## src/rtl/nand_ecc_pkg.sv

```systemverilog
// Shared constants, result encoding and small pure functions of the step ECC engine.
package nand_ecc_pkg;
    localparam int ECC_IDX_W      = 8;                  // byte index width inside one step
    localparam int ECC_LANES      = 4;                  // bytes per word beat
    localparam int ECC_MAX_STEPS  = 8;                  // parity words held
    localparam int ECC_STEP_BYTES = 1 << ECC_IDX_W;
    localparam int ECC_COL_W      = 6;                  // three column pairs
    localparam int ECC_LINE_W     = 2 * ECC_IDX_W;      // one pair per index bit
    localparam int ECC_RAW_W      = ECC_LINE_W + ECC_COL_W;
    localparam int ECC_PK_W       = ECC_RAW_W + 2;
    localparam int ECC_NPAIR      = ECC_RAW_W / 2;

    typedef enum logic [1:0] {
        CHK_CLEAN    = 2'd0,
        CHK_DATA_FIX = 2'd1,
        CHK_ECC_FIX  = 2'd2,
        CHK_FAIL     = 2'd3
    } chk_class_e;

    // Column pairs from the XOR of all bytes: even bit for position bit j = 0, odd for 1.
    function automatic logic [ECC_COL_W-1:0] col_pairs(input logic [7:0] cx);
        logic [ECC_COL_W-1:0] r;
        r = '0;
        for (int bb = 0; bb < 8; bb++) begin
            for (int j = 0; j < 3; j++) begin
                if (((bb >> j) & 1) == 1) r[2*j+1] = r[2*j+1] ^ cx[bb];
                else                      r[2*j]   = r[2*j]   ^ cx[bb];
            end
        end
        return r;
    endfunction

    // Spare-area form: raw moved up two places and inverted.
    function automatic logic [ECC_PK_W-1:0] pack_raw(input logic [ECC_RAW_W-1:0] raw);
        return ~{raw, 2'b00};
    endfunction
endpackage

```

## src/rtl/ecc_line_accum.sv

```systemverilog
// Folds the bytes of one step into line and column parity.
// Assumes: word mode is not mixed with byte mode inside a step, so in word
// mode the byte count stays a multiple of LANES. done and fin_raw are
// combinational and valid in the cycle of the closing beat.
module ecc_line_accum
    import nand_ecc_pkg::*;
#(
    parameter int LANES = ECC_LANES
) (
    input  logic                 clk,
    input  logic                 rst_n,
    input  logic                 clr,
    input  logic                 take,
    input  logic                 byte_mode,
    input  logic [8*LANES-1:0]   word,
    output logic                 done,
    output logic [ECC_RAW_W-1:0] fin_raw
);
    localparam int CW = ECC_IDX_W + 1;

    logic [ECC_IDX_W-1:0]  cnt;
    logic [ECC_LINE_W-1:0] line_acc, nxt_line;
    logic [7:0]            col_acc, nxt_col;
    logic [CW-1:0]         sum;
    logic [7:0]            b;
    logic [ECC_IDX_W-1:0]  idx;
    logic                  p;

    // Add the bytes of this beat into next-state parity.
    always_comb begin
        nxt_line = line_acc;
        nxt_col  = col_acc;
        b = '0;
        idx = '0;
        p = 1'b0;
        for (int l = 0; l < LANES; l++) begin
            if (l == 0 || !byte_mode) begin
                b   = word[8*l +: 8];
                idx = cnt + ECC_IDX_W'(l);
                p   = ^b;
                for (int k = 0; k < ECC_IDX_W; k++) begin
                    if (idx[k]) nxt_line[2*k+1] = nxt_line[2*k+1] ^ p;
                    else        nxt_line[2*k]   = nxt_line[2*k]   ^ p;
                end
                nxt_col = nxt_col ^ b;
            end
        end
    end

    // Byte count after this beat; the carry marks the end of the step.
    always_comb begin
        sum     = {1'b0, cnt} + (byte_mode ? CW'(1) : CW'(LANES));
        done    = take & sum[ECC_IDX_W];
        fin_raw = {col_pairs(nxt_col), nxt_line};
    end

    // Hold the partial step; start over at the end of a step or on clear.
    always_ff @(posedge clk) begin
        if (!rst_n || clr) begin
            cnt      <= '0;
            line_acc <= '0;
            col_acc  <= '0;
        end else if (take) begin
            cnt <= sum[ECC_IDX_W-1:0];
            if (sum[ECC_IDX_W]) begin
                line_acc <= '0;
                col_acc  <= '0;
            end else begin
                line_acc <= nxt_line;
                col_acc  <= nxt_col;
            end
        end
    end

    p_idle_hold_r6: assert property (@(posedge clk) disable iff (!rst_n)
        (!take && !clr) |=> ($stable(cnt) && $stable(line_acc) && $stable(col_acc)));
    p_clear_empty_r7: assert property (@(posedge clk) disable iff (!rst_n)
        clr |=> (cnt == '0 && line_acc == '0 && col_acc == '0));
endmodule

```

## src/rtl/ecc_step_store.sv

```systemverilog
// Holds one raw parity word per step and tracks whether the last word was fetched.
// Assumes: done comes from the accumulator in the cycle of the closing beat;
// ack is already gated by the fetch enable.
module ecc_step_store
    import nand_ecc_pkg::*;
#(
    parameter int MAX_STEPS = ECC_MAX_STEPS,
    localparam int SLOT_W   = $clog2(MAX_STEPS)
) (
    input  logic                 clk,
    input  logic                 rst_n,
    input  logic                 clr,
    input  logic                 done,
    input  logic [ECC_RAW_W-1:0] fin_raw,
    input  logic                 ack,
    input  logic [SLOT_W-1:0]    rd_idx,
    output logic                 ready,
    output logic                 overrun,
    output logic [ECC_RAW_W-1:0] rd_raw
);
    logic [ECC_RAW_W-1:0] slots [MAX_STEPS];
    logic [SLOT_W-1:0]    ptr;
    logic                 pending;

    // Write the finished word into the current slot.
    always_ff @(posedge clk) begin
        if (!rst_n) begin
            for (int s = 0; s < MAX_STEPS; s++) slots[s] <= '0;
        end else if (done && !clr) begin
            slots[ptr] <= fin_raw;
        end
    end

    // Pointer, ready pulse, pending fetch and sticky overrun.
    always_ff @(posedge clk) begin
        if (!rst_n || clr) begin
            ptr     <= '0;
            ready   <= 1'b0;
            pending <= 1'b0;
            overrun <= 1'b0;
        end else begin
            ready <= done;
            if (done) begin
                ptr     <= (ptr == SLOT_W'(MAX_STEPS-1)) ? '0 : ptr + 1'b1;
                overrun <= overrun | (pending & ~ack);
                pending <= 1'b1;
            end else if (ack) begin
                pending <= 1'b0;
            end
        end
    end

    // Read port for the fetching master.
    always_comb begin
        rd_raw = (int'(rd_idx) < MAX_STEPS) ? slots[rd_idx] : '0;
    end

    p_ready_single_r5: assert property (@(posedge clk) disable iff (!rst_n)
        ready |=> !ready);
    p_overrun_sticky_r9: assert property (@(posedge clk) disable iff (!rst_n)
        (overrun && !clr) |=> overrun);
    p_no_false_overrun_r9: assert property (@(posedge clk) disable iff (!rst_n)
        (!overrun && !pending && !clr) |=> !overrun);
endmodule

```

## src/rtl/ecc_syndrome_check.sv

```systemverilog
// Compares a stored and a recomputed packed code for one step and classifies
// the difference; it gives the byte and bit to flip and keeps running totals.
// Assumes: codes use the packed layout of nand_ecc_pkg::pack_raw.
module ecc_syndrome_check
    import nand_ecc_pkg::*;
#(
    parameter int CNT_W = 8
) (
    input  logic                clk,
    input  logic                rst_n,
    input  logic                start,
    input  logic                valid,
    input  logic [ECC_PK_W-1:0] stored,
    input  logic [ECC_PK_W-1:0] calc,
    output logic                done,
    output chk_class_e          cls,
    output logic [7:0]          fix_byte,
    output logic [7:0]          fix_mask,
    output logic [CNT_W-1:0]    corr_total,
    output logic                uncorr
);
    logic [ECC_PK_W-1:0]  syn;
    logic [ECC_RAW_W-1:0] rsyn;
    logic [ECC_NPAIR-1:0] pair_one;
    logic [ECC_IDX_W-1:0] loc_byte;
    logic [2:0]           loc_bit;
    chk_class_e           cls_c;

    assign syn  = stored ^ calc;
    assign rsyn = syn[ECC_PK_W-1:2];

    // One flag per parity pair: exactly one of its two bits differs.
    for (genvar g = 0; g < ECC_NPAIR; g++) begin : g_pair
        assign pair_one[g] = rsyn[2*g] ^ rsyn[2*g+1];
    end
    for (genvar k = 0; k < ECC_IDX_W; k++) begin : g_loc_byte
        assign loc_byte[k] = rsyn[2*k+1];
    end
    for (genvar j = 0; j < 3; j++) begin : g_loc_bit
        assign loc_bit[j] = rsyn[ECC_LINE_W + 2*j + 1];
    end

    // Classify the syndrome.
    always_comb begin
        if (syn == '0)                                cls_c = CHK_CLEAN;
        else if ((&pair_one) && syn[1:0] == 2'b00)    cls_c = CHK_DATA_FIX;
        else if ($countones(syn) == 1)                cls_c = CHK_ECC_FIX;
        else                                          cls_c = CHK_FAIL;
    end

    // Register the result and update the totals.
    always_ff @(posedge clk) begin
        if (!rst_n || start) begin
            done       <= 1'b0;
            cls        <= CHK_CLEAN;
            fix_byte   <= '0;
            fix_mask   <= '0;
            corr_total <= '0;
            uncorr     <= 1'b0;
        end else begin
            done <= valid;
            if (valid) begin
                cls      <= cls_c;
                fix_byte <= (cls_c == CHK_DATA_FIX) ? loc_byte : '0;
                fix_mask <= (cls_c == CHK_DATA_FIX) ? (8'd1 << loc_bit) : '0;
                if ((cls_c == CHK_DATA_FIX || cls_c == CHK_ECC_FIX) && !(&corr_total))
                    corr_total <= corr_total + 1'b1;
                if (cls_c == CHK_FAIL) uncorr <= 1'b1;
            end
        end
    end

    p_result_next_r10: assert property (@(posedge clk) disable iff (!rst_n)
        (valid && !start) |=> done);
    p_fix_onehot_r11: assert property (@(posedge clk) disable iff (!rst_n)
        (done && cls == CHK_DATA_FIX) |-> ($countones(fix_mask) == 1));
    p_mask_idle_r12: assert property (@(posedge clk) disable iff (!rst_n)
        (done && cls != CHK_DATA_FIX) |-> (fix_mask == '0));
    p_uncorr_sticky_r13: assert property (@(posedge clk) disable iff (!rst_n)
        (uncorr && !start) |=> uncorr);
endmodule

```

## src/rtl/nand_step_ecc.sv

```systemverilog
// Top of the step ECC engine: per-step parity over a streamed page, eight
// parity slots with packed read-out, and a single-bit syndrome checker.
// Assumes: the bus timing and the DMA master live outside; one word or one
// byte per accepted beat.
module nand_step_ecc
    import nand_ecc_pkg::*;
#(
    parameter int LANES     = ECC_LANES,
    parameter int MAX_STEPS = ECC_MAX_STEPS,
    parameter int CNT_W     = 8,
    localparam int DW       = 8 * LANES,
    localparam int SLOT_W   = $clog2(MAX_STEPS)
) (
    input  logic                clk,
    input  logic                rst_n,
    input  logic                cfg_ecc_en,
    input  logic                cfg_dma_ecc,
    input  logic                cfg_byte_mode,
    input  logic                ctl_ecc_clr,
    input  logic                dat_valid,
    input  logic [DW-1:0]       dat_word,
    output logic                step_ready,
    output logic                step_overrun,
    input  logic [SLOT_W-1:0]   ecc_rd_idx,
    input  logic                ecc_rd_ack,
    output logic [31:0]         ecc_rd_raw,
    output logic [ECC_PK_W-1:0] ecc_rd_packed,
    input  logic                chk_start,
    input  logic                chk_valid,
    input  logic [ECC_PK_W-1:0] chk_stored,
    input  logic [ECC_PK_W-1:0] chk_calc,
    output logic                chk_done,
    output logic [1:0]          chk_class,
    output logic [7:0]          chk_fix_byte,
    output logic [7:0]          chk_fix_mask,
    output logic [CNT_W-1:0]    chk_corr_total,
    output logic                chk_uncorrectable
);
    logic                 take, step_done, fetch;
    logic [ECC_RAW_W-1:0] fin_raw, slot_raw;
    chk_class_e           cls;

    assign take  = dat_valid & cfg_ecc_en;
    assign fetch = ecc_rd_ack & cfg_dma_ecc;

    ecc_line_accum #(.LANES(LANES)) u_accum (
        .clk(clk), .rst_n(rst_n), .clr(ctl_ecc_clr), .take(take),
        .byte_mode(cfg_byte_mode), .word(dat_word),
        .done(step_done), .fin_raw(fin_raw)
    );

    ecc_step_store #(.MAX_STEPS(MAX_STEPS)) u_store (
        .clk(clk), .rst_n(rst_n), .clr(ctl_ecc_clr), .done(step_done),
        .fin_raw(fin_raw), .ack(fetch), .rd_idx(ecc_rd_idx),
        .ready(step_ready), .overrun(step_overrun), .rd_raw(slot_raw)
    );

    ecc_syndrome_check #(.CNT_W(CNT_W)) u_check (
        .clk(clk), .rst_n(rst_n), .start(chk_start), .valid(chk_valid),
        .stored(chk_stored), .calc(chk_calc), .done(chk_done), .cls(cls),
        .fix_byte(chk_fix_byte), .fix_mask(chk_fix_mask),
        .corr_total(chk_corr_total), .uncorr(chk_uncorrectable)
    );

    // Read-out: raw word zero-extended, and its spare-area form.
    assign ecc_rd_raw    = {{(32-ECC_RAW_W){1'b0}}, slot_raw};
    assign ecc_rd_packed = pack_raw(slot_raw);
    assign chk_class     = cls;

    p_ready_after_clear_r7: assert property (@(posedge clk) disable iff (!rst_n)
        ctl_ecc_clr |=> (!step_ready && !step_overrun));
endmodule

```

## config.mk

```make
export PLATFORM = sky130hd
export DESIGN_NAME = nand_step_ecc
export DESIGN_NICKNAME = d
export VERILOG_FILES = /design/src/rtl/nand_ecc_pkg.sv /design/src/rtl/ecc_line_accum.sv /design/src/rtl/ecc_step_store.sv /design/src/rtl/ecc_syndrome_check.sv /design/src/rtl/nand_step_ecc.sv
export SDC_FILE = /design/constraint.sdc
export NUM_CORES = 1
export LEC_CHECK = 0
export ABC_AREA = 1
export BUFFER_PORTS_ARGS = -buffer_cell sky130_fd_sc_hd__clkbuf_2
export CELL_PAD_IN_SITES_DETAIL_PLACEMENT = 0
export CELL_PAD_IN_SITES_GLOBAL_PLACEMENT = 1
export CORE_ASPECT_RATIO = 0.8
export CORE_MARGIN = 1
export CORE_UTILIZATION = 40
export DETAILED_ROUTE_END_ITERATION = 7
export HOLD_SLACK_MARGIN = 0.05
export PLACE_DENSITY = 0.7
export SYNTH_ARGS = -nofsm -noshare
export SYNTH_HDL_FRONTEND = slang
export SYNTH_SLANG_ARGS = --single-unit
```

## constraint.sdc

```tcl
create_clock -name clk -period 12.3 [get_ports clk]
set_input_delay 2.46 -clock clk [delete_from_list [all_inputs] [get_ports clk]]
set_output_delay 2.46 -clock clk [all_outputs]
set_load 0.01 [all_outputs]
```

# Word level (Yosys, flattened, before mapping)
# Memories as Yosys holds them, arrays and structs flattened.
# Cells that the tools add are included.
op_classes:
  add_sub_neg: 29
  n_mul: 0
  n_div: 0
  order_cmp: 0
  eq_ne: 5
  n_shift: 1
  n_mux: 88
  n_bitwise: 104
  reduce_logical: 21
ops:
  columns: ["operator", "count"]
  rows:
  - ["$add 32x32->32", 11]
  - ["$xor 1x1->1", 92]
  - ["$mux 1", 72]
  - ["$mux 16", 4]
  - ["$mux 8", 6]
  - ["$eq 32x2->1 const B", 1]
  - ["$reduce_xor 8->1", 4]
  - ["$xor 8x8->8", 4]
  - ["$add 1x1->2", 12]
  - ["$logic_not 24->1", 1]
  - ["$not 24->24", 1]
  - ["$xor 24x24->24", 1]
  - ["$mux 22", 1]
  - ["$reduce_or 22->1", 1]
  - ["$add 8x1->8 const B", 2]
  - ["$add 8x2->8 const B", 2]
  - ["$reduce_and 11->1", 1]
  - ["$add 8x9->9", 1]
  - ["$mux 3", 3]
  - ["$reduce_and 8->1", 1]
  - ["$shl 1x3->8 const A", 1]
  - ["$and 1x1->1", 4]
  - ["$eq 2x2->1 const B", 2]
  - ["$mux 2", 2]
  - ["other kinds (11)", 18]
totals:
  reg_bits: 66
  latch_bits: 0
  mem_bits_rw: 176
  romBits: 0
  input_bits: 93
  output_inout_bits: 86
  elab_cells: 262
  memories: 1
mem_list:
  columns: ["memory", "words", "word_bits", "rd", "rd_ports_with_merged_regs", "write_ports", "line_no", "rtl"]
  rows:
  - ["u_store.slots", 8, 22, 1, 0, 8, "ecc_step_store.sv:21", "logic [ECC_RAW_W-1:0] slots [MAX_STEPS];"]

# Longest topological paths before layout
# Gate-level depths: netlist of run 1.
depth:
  ltp_word: 14
  mapped_depth: 29

# Modules after synthesis
# Synthesis of run 1 repeated with hierarchy kept, for this count alone.
hier_totals:
  hier_cells: 2029
  hier_area_um2: 15344.7
modules_own_cells:
  columns: ["mod", "instances", "cells_per_inst", "area_per_inst_um2", "seq_area_each_um2"]
  rows:
  - ["ecc_step_store", 1, 1028, 8916.1, 5405.2]
  - ["ecc_line_accum", 1, 659, 3846.2, 640.6]
  - ["ecc_syndrome_check", 1, 302, 2387.3, 560.5]
  - ["nand_step_ecc", 1, 40, 195.2, 0.0]

# Worst setup path after synthesis of run 1
# Ideal clock, no wire load.
synth_path:
  path_type: "input to register"
  start: "input chk_calc[2]"
  end: "register u_check.corr_total[7]"
  setup_time_ns: 0.116
  t_arrival_ns: 7.993
  setup_slack_ns: 4.191
  path_stages: 26
  path_buffers: 0
  cell_sequence: "xor2_1 -> inv_1 -> ha_1 -> fa_1 -> inv_1 -> fa_1 -> fa_1 -> fa_1 -> inv_1 -> fa_1 -> ha_1 -> inv_1 -> fa_1 -> nand3b_1 -> o41ai_1 -> nand2_1 -> ha_1 -> o31ai_1 -> nor2_1 -> nand4_1 -> nor2_1 -> inv_1 -> nor2_1 -> inv_1 -> o21ai_0 -> nor2_1"
synth_via:
  elab_chain_len: 14
synth_lines:
  columns: ["element", "line_no", "rtl"]
  rows:
  - ["start, declared", "nand_step_ecc.sv:31", "input logic [ECC_PK_W-1:0] chk_calc,"]
  - ["$xor 24x24->24 *", "ecc_syndrome_check.sv:29", "assign syn = stored ^ calc;"]
  - ["$add 1x1->2 (not written as such)", "ecc_syndrome_check.sv:47", "else if ($countones(syn) == 1) cls_c = CHK_ECC_FIX;"]
  - ["$add 32x32->32 (not written as such) (4 in series)", "ecc_syndrome_check.sv:47", null]
  - ["$eq 32x2->1", "ecc_syndrome_check.sv:47", null]
  - ["$mux 1", "ecc_syndrome_check.sv:47", null]
  - ["$mux 2", "ecc_syndrome_check.sv:46", "else if ((&pair_one) && syn[1:0] == 2'b00) cls_c = CHK_DATA_FIX;"]
  - ["$mux 2 *", "ecc_syndrome_check.sv:45", "if (syn == '0) cls_c = CHK_CLEAN;"]
  - ["named net u_check.cls_c[0]", "ecc_syndrome_check.sv:27", "chk_class_e cls_c;"]
  - ["$eq 2x1->1 or $eq 2x2->1 (tied branches)", "ecc_syndrome_check.sv:66", "if ((cls_c == CHK_DATA_FIX || cls_c == CHK_ECC_FIX) && !(&corr_total))"]
  - ["$logic_or 1x1->1 *", "ecc_syndrome_check.sv:66", null]
  - ["$logic_and 1x1->1 *", "ecc_syndrome_check.sv:66", null]
  - ["$reduce_and 2->1 (no line) *", null, null]
  - ["end signal, assigned", "ecc_syndrome_check.sv:67", "corr_total <= corr_total + 1'b1;"]
  - ["end, declared", "ecc_syndrome_check.sv:19", "output logic [CNT_W-1:0] corr_total,"]
# Mark *: on every way through the listed nets, which the timed path passes. The rest lies on a longest branch.
# A chain may end at the register's enable or synchronous reset.

# Worst setup path after layout of run 1
layout_path:
  start: "input chk_calc[19]"
  end: "register u_check.corr_total[7]"
layout_via:
  elab_chain_len: 13
layout_lines:
  columns: ["element", "line_no"]
  rows:
  - ["$xor 24x24->24 *", "ecc_syndrome_check.sv:29"]
  - ["$add 1x1->2 (not written as such)", "ecc_syndrome_check.sv:47"]
  - ["$add 32x32->32 (not written as such) (3 in series)", "ecc_syndrome_check.sv:47"]
  - ["$eq 32x2->1", "ecc_syndrome_check.sv:47"]
  - ["$mux 1", "ecc_syndrome_check.sv:47"]
  - ["$mux 2", "ecc_syndrome_check.sv:46"]
  - ["$mux 2 *", "ecc_syndrome_check.sv:45"]
  - ["named net u_check.cls_c[0]", "ecc_syndrome_check.sv:27"]
  - ["$eq 2x1->1 or $eq 2x2->1 (tied branches)", "ecc_syndrome_check.sv:66"]
  - ["$logic_or 1x1->1 *", "ecc_syndrome_check.sv:66"]
  - ["$logic_and 1x1->1 *", "ecc_syndrome_check.sv:66"]
  - ["$reduce_and 2->1 (no line) *", null]
# Marks and branches as above.

==> results of run 1 <==
worst register-to-register path: stages (launching register included):
cell and delay [ps]:
dfxtp_1 650, ha_1 270, ha_1 180, nand2_1 60, a21oi_1 120, inv_1 80
nor4_2 190, nand2_1 380, nor3_4 370, nand2_2 440, nand2_1 670, buf_4 360
final timing paths:
check,end,slack [ps],depth (start not counted)
worst min register to register,u_store.overrun,470,2
worst min-delay path,u_store.overrun,470,2
worst max-delay path,u_check.corr_total[7],4030,27
worst max register to register,u_store.slots[3][1],8210,11
Yosys cell counts (44+ instances only):
library cell	count	area (um2)
o21ai_0	97	485
nand3_1	76	380
inv_1	194	728
dfxtp_1	66	1320
a21oi_1	61	305
nor2_1	370	1390
xnor2_1	60	526
edfxtp_1	176	5290
o32ai_1	44	385
ha_1	44	551
xor2_1	49	429
clkbuf_1	49	184
nand2_1	308	1160
flip-flops by register name, summed over array words and instances (netlist names):
| signal | cells |
|---|---|
| u_check.corr_total | 8 |
| u_check.done | 1 |
| u_accum.cnt | 8 |
| u_check.uncorr | 1 |
| u_check.cls | 2 |
| u_store.overrun | 1 |
| u_check.fix_byte | 8 |
| u_store.ptr | 3 |
| u_accum.line_acc | 16 |
| u_accum.col_acc | 8 |
| u_store.pending | 1 |
| u_store.ready | 1 |
| u_check.fix_mask | 8 |
| u_store.slots | 176 |
routing by layer:
metal / vias up / track usage / share of wire
li1: 5919 / - / -
met1: 5429 / 0.305 / 0.49
met2: 244 / 0.333 / 0.44
met3: 43 / 0.0356 / 0.053
met4: 0 / 0.0387 / 0.015
met5: - / 0 / 0
power by group:
group          switching (mW)  total (mW)  internal, mW
Combinational           0.529       0.842         0.313
Sequential             0.0137       0.914         0.900
Clock                   0.339       0.771         0.432
area by class of cell:
type | instances | area [um2]
multi-input combinational | 1232 | 6870
fill | 3628 | 19400
tap | 480 | 601
inverter | 202 | 758
sequential | 242 | 6610
clock buffer | 42 | 732
clock inverter | 8 | 82.6
timing repair buffer | 186 | 981
cells by family after synthesis:
kind of cell / after synthesis
buffers and inverters: 299
and+or+nand+nor: 814
AOI/OAI and AO/OA: 219
DFF: 242
adders and majority gates: 63
other: 2
xor gates and xnor gates: 124
through the flow:
stage / instance area [um2] / setup slack (ps)
after floorplan: 14700 / 4190
final: 16600 / 4030
after CTS: 16600 / 4050
after global placement: 15800 / 3610
after global routing: 16600 / 3430
after detailed placement: 15800 / 3470
==> out/metrics.csv, run 1 <==
stage;metric;value;unit
floorplanning;Cell Rows;62;
sta;TNS Setup;0;ps
worst_setup_path;CP Class;input port to register;
drt;Iteration-0 DRC Markers;668;
clock_network;Worst-Skew Late Latency;560;ps
cells_and_area;most frequent cells in the layout;nor2_1, nand2_1, inv_1;
grt;largest net degree at the start of global routing;89;
synth;Post-synth EDFFs;176;
drt;Antenna Nets Post-Route;0;
place;placed cells;2342;
synth;Yosys reg bits;242;
floorplanning;die height;173;um
synth;post-synth cell types;44;
worst_setup_path;CP Data Required Time;12750;ps
sta;post-route minimum period;8270;ps
synth;mux cell area share after synthesis;0;
floorplanning;Top-Level Pins;179;
clock_network;post-CTS setup buffers;0;
pwr;Power Total;2.53;mW
run_status;status;complete, no violations;
cells_and_area;final cell count without fillers;2392;
cells_and_area;Area Growth Syn to Fin;13.3;%
synth;Post-synth ARST share;0;
place;Placer Congestion;0.815;
hold_path;worst min path class;register to register;
grt;vias in the first global route;11389;
sta;Slew Limit Fails;0;
drt;Vias;11635;
clock_network;Clock Tree Root;clkbuf_16;
worst_setup_path;CP Max Fanout;7;
clock_network;CTS tree;built;
sta;Hold WS;466;ps
cells_and_area;n_diodes;0;
pwr;PD cells;152;nW/um2
grt;first-pass GRT wire length;62.3;mm
synth;Syn Area/Cell;8.32;um2
clock_network;cts-stage hold buffer count;0;
clock_network;H-Tree Depth;1;
hold_path;hold wc startpoint;u_store.overrun;
drt;DRC viols;0;
clock_network;Clock Path Buffers;3;
synth;Mapped Area;14700;um2
clock_network;CTS Buf Count;27;
cells_and_area;commonest non-fill, non-tap cell in the layout;nor2_1;
floorplanning;area of the core;36000;um2
worst_setup_path;max incr delay on CP;550;ps
sta;final setup vio count;0;
synth;Adder-Cell Fraction of Synth Area;0.0634;
worst_setup_path;Worst R2R Start;u_accum.cnt[0];
worst_setup_path;WP buf/inv;7;
clock_network;Sink Count;242;
floorplanning;die area;37500;um2
drt;final WL;38.8;mm
sta;Slew headroom;0.268;
grt;grt total ovfl;0;
worst_setup_path;critical path startpoint category;input port;
cells_and_area;fin util;0.462;
worst_setup_path;CP max stage cell;fa_1;
sta;Clock Skew;13.3;ps
synth;Synth Instances;1763;
sta;Worst Max-Slew Pin Slew;1090;ps
sta;final hold vios;0;
drt;Vias/cell;4.86;
worst_setup_path;Worst setup EP type;register;
drt;Routed wire per std cell;16.2;um
floorplanning;Initial Util;0.408;
synth;largest family of logic cells by synthesized area;simple AND/OR/NAND/NOR gates;
cells_and_area;layout cells sized above 1;0.139;
run;MaxCap Viol Count;0;
grt;Overall Global Routing Usage;0.211;
place;estimated wirelength of the detail-placed design;26.2;mm
clock_network;post_cts resized;0;
cells_and_area;Total Nets Final;2047;
floorplanning;die width;216;um
drt;Pre-Repair DR Iteration Count;5;
synth;Synth Area in Simple Gates;0.228;
synth;Synth Area in XOR/XNOR;0.0848;
synth;YS warnings;0;
sta;Final period util;0.672;
sta;highest clock rate;0.121;GHz
grt;initial antenna violation count;0;
synth;post-synthesis sequential area ratio;0.450;
worst_setup_path;critical path launch point;chk_calc[19];
clock_network;clk slew on worst S/H paths;60;ps
worst_setup_path;Worst EP arrival;8720;ps
pwr;maximum vdd drop;0.102;mV
pwr;LEAKAGE;7.12;nW
worst_setup_path;critical path's top delay family;adder cells;
synth;complex-gate fraction of the synthesized area;0.0887;
place;PortBufs;166;
synth;Synth Flop Type;edfxtp_1;
sta;RSZ-0062 raised after global routing;no;
Power figures use the tool's default switching activity.
==> inputs of run 2 (changes only) <==
- clock period: 12.3 -> 8.5 ns (I/O delays scaled with it)
==> run 2 against run 1 <==
Effect of this change:
- global-route usage shrank 0.32 points
- clock power grew 47%
- highest routed layer unchanged
- sequential power rose by 44%
==> out/metrics.csv, run 2 (synthesis gave the netlist of run 1 again) <==
stage;metric;value;unit
run_status;status;complete, no violations;
floorplanning;Top-Level Pins;179;
clock_network;Worst-Skew Late Latency;580;ps
clock_network;Clock Tree Root;clkbuf_16;
drt;Pre-Repair DR Iteration Count;5;
clock_network;Clock Path Buffers;3;
worst_setup_path;CP most frequent cell;inv_1;
cells_and_area;max FFs per register;176;
pwr;LEAKAGE;7.16;nW
worst_setup_path;Worst EP arrival;7970;ps
cells_and_area;Largest regs;u_store.slots x176, u_accum.line_acc x16;
floorplanning;Cell Rows;62;
clock_network;CTS Buf Count;28;
sta;Slew headroom;0.270;
worst_setup_path;max incr delay on CP;540;ps
floorplanning;die area;37500;um2
hold_path;Cells on Worst Hold Path;2;
sta;Clock Skew;17.5;ps
sta;TNS Setup;0;ps
drt;Iteration-0 DRC Markers;737;
sta;final setup vio count;0;
drt;final WL;38.7;mm
sta;Hold WS;469;ps
clock_network;post-CTS setup buffers;0;
sta;final hold vios;0;
floorplanning;die height;173;um
sta;Worst Max-Slew Pin Slew;1090;ps
sta;post-route minimum period;7500;ps
place;placed cells;2344;
grt;met3 Use GR;0.0307;
sta;Final period util;0.883;
grt;grt total ovfl;0;
worst_setup_path;CP max stage cell;fa_1;
pwr;Power Total;3.68;mW
worst_setup_path;worst-case reg-to-reg path depth;11;
cells_and_area;commonest non-fill, non-tap cell in the layout;nor2_1;
pwr;maximum vdd drop;0.195;mV
sta;highest clock rate;0.133;GHz
grt;GR Util met1;0.305;
worst_setup_path;Worst setup EP type;register;
clock_network;H-Tree Depth;1;
place;Placed Area;15800;um2
place;PortBufs;166;
cells_and_area;Total Nets Final;2050;
floorplanning;Initial Util;0.408;
hold_path;worst min path class;register to register;
floorplanning;die width;216;um
cells_and_area;layout cells sized above 1;0.145;
cells_and_area;Area Growth Syn to Fin;13.7;%
cells_and_area;fin util;0.464;
clock_network;cts-stage hold buffer count;0;
grt;vias in the first global route;11046;
place;Placer Congestion;0.814;
grt;GR Util met2;0.327;
worst_setup_path;critical path startpoint category;input port;
sta;Slew Limit Fails;0;
worst_setup_path;CP Max Fanout;7;
cells_and_area;Finished Cell Area;16700;um2
grt;first-pass GRT wire length;61.2;mm
cells_and_area;n_diodes;0;
clock_network;Sink Count;242;
grt;GRT Max-Usage Layer;met2;
grt;largest net degree at the start of global routing;89;
worst_setup_path;CP Data Required Time;8970;ps
drt;Vias/cell;4.84;
run;MaxCap Viol Count;0;
place;estimated wirelength of the detail-placed design;26.2;mm
pwr;PD cells;220;nW/um2
drt;DRC viols;0;
drt;Vias;11604;
clock_network;clk slew on worst S/H paths;60;ps
place;Place WS;461;ps
grt;Overall Global Routing Usage;0.207;
drt;Antenna Nets Post-Route;0;
cells_and_area;final cell count without fillers;2396;
cells_and_area;Most flops, register;u_store.slots;
drt;Routed wire per std cell;16.1;um
sta;slack of the critical path;997;ps
clock_network;post_cts resized;0;
grt;initial antenna violation count;0;
sta;RSZ-0062 raised after global routing;no;
cells_and_area;most frequent cells in the layout;nor2_1, nand2_1, inv_1;
floorplanning;area of the core;36000;um2
clock_network;CTS tree;built;
worst_setup_path;CP Class;input port to register;
-- run 2: changes by cell type in the layout (fill, tap and decap cells not counted), sizes merged --
| cell | change |
|---|---|
| clkinv | +13 |
| clkbuf | -9 |
| buf | +2 |
| bufinv | -1 |
| inv | -1 |
-- run 2: power by group --
part | switching [mW] | internal [mW] | leakage [nW]
clock | 0.516 | 0.617 | 0.420
sequential | 0.0198 | 1.30 | 2.36
combinational | 0.767 | 0.455 | 4.38
-- run 2: area by class of cell --
class                      count  area [um2]
sequential                   242        6610
clock buffer                  33         729
tap                          480         601
timing repair buffer         188         996
inverter                     202         758
multi-input combinational   1232        6870
fill                        3585       19300
clock inverter                19         126
-- run 2: routing by layer --
| layer | share of wire | vias up |
|---|---|---|
| met4 | 0.014 | 0 |
| met5 | 0 | - |
| li1 | - | 5927 |
| met1 | 0.49 | 5382 |
| met3 | 0.051 | 44 |
| met2 | 0.44 | 251 |
-- run 2: worst max-delay path: cells and delay by family --
kind                       cells  cell delay, ps
and+or+nand+nor                7            1030
AOI/OAI and AO/OA              3             590
xor gates and xnor gates       1             300
buffers and inverters          9             630
adders and majority gates      9            3700
-- run 2: final timing paths --
kind         slack, ps                 from               endpoint
max               1000         chk_calc[21]  u_check.corr_total[7]
min                470  u_check.fix_mask[5]    u_check.fix_mask[5]
max reg2reg       4340       u_accum.cnt[0]    u_store.slots[5][2]
min reg2reg        470  u_check.fix_mask[5]    u_check.fix_mask[5]
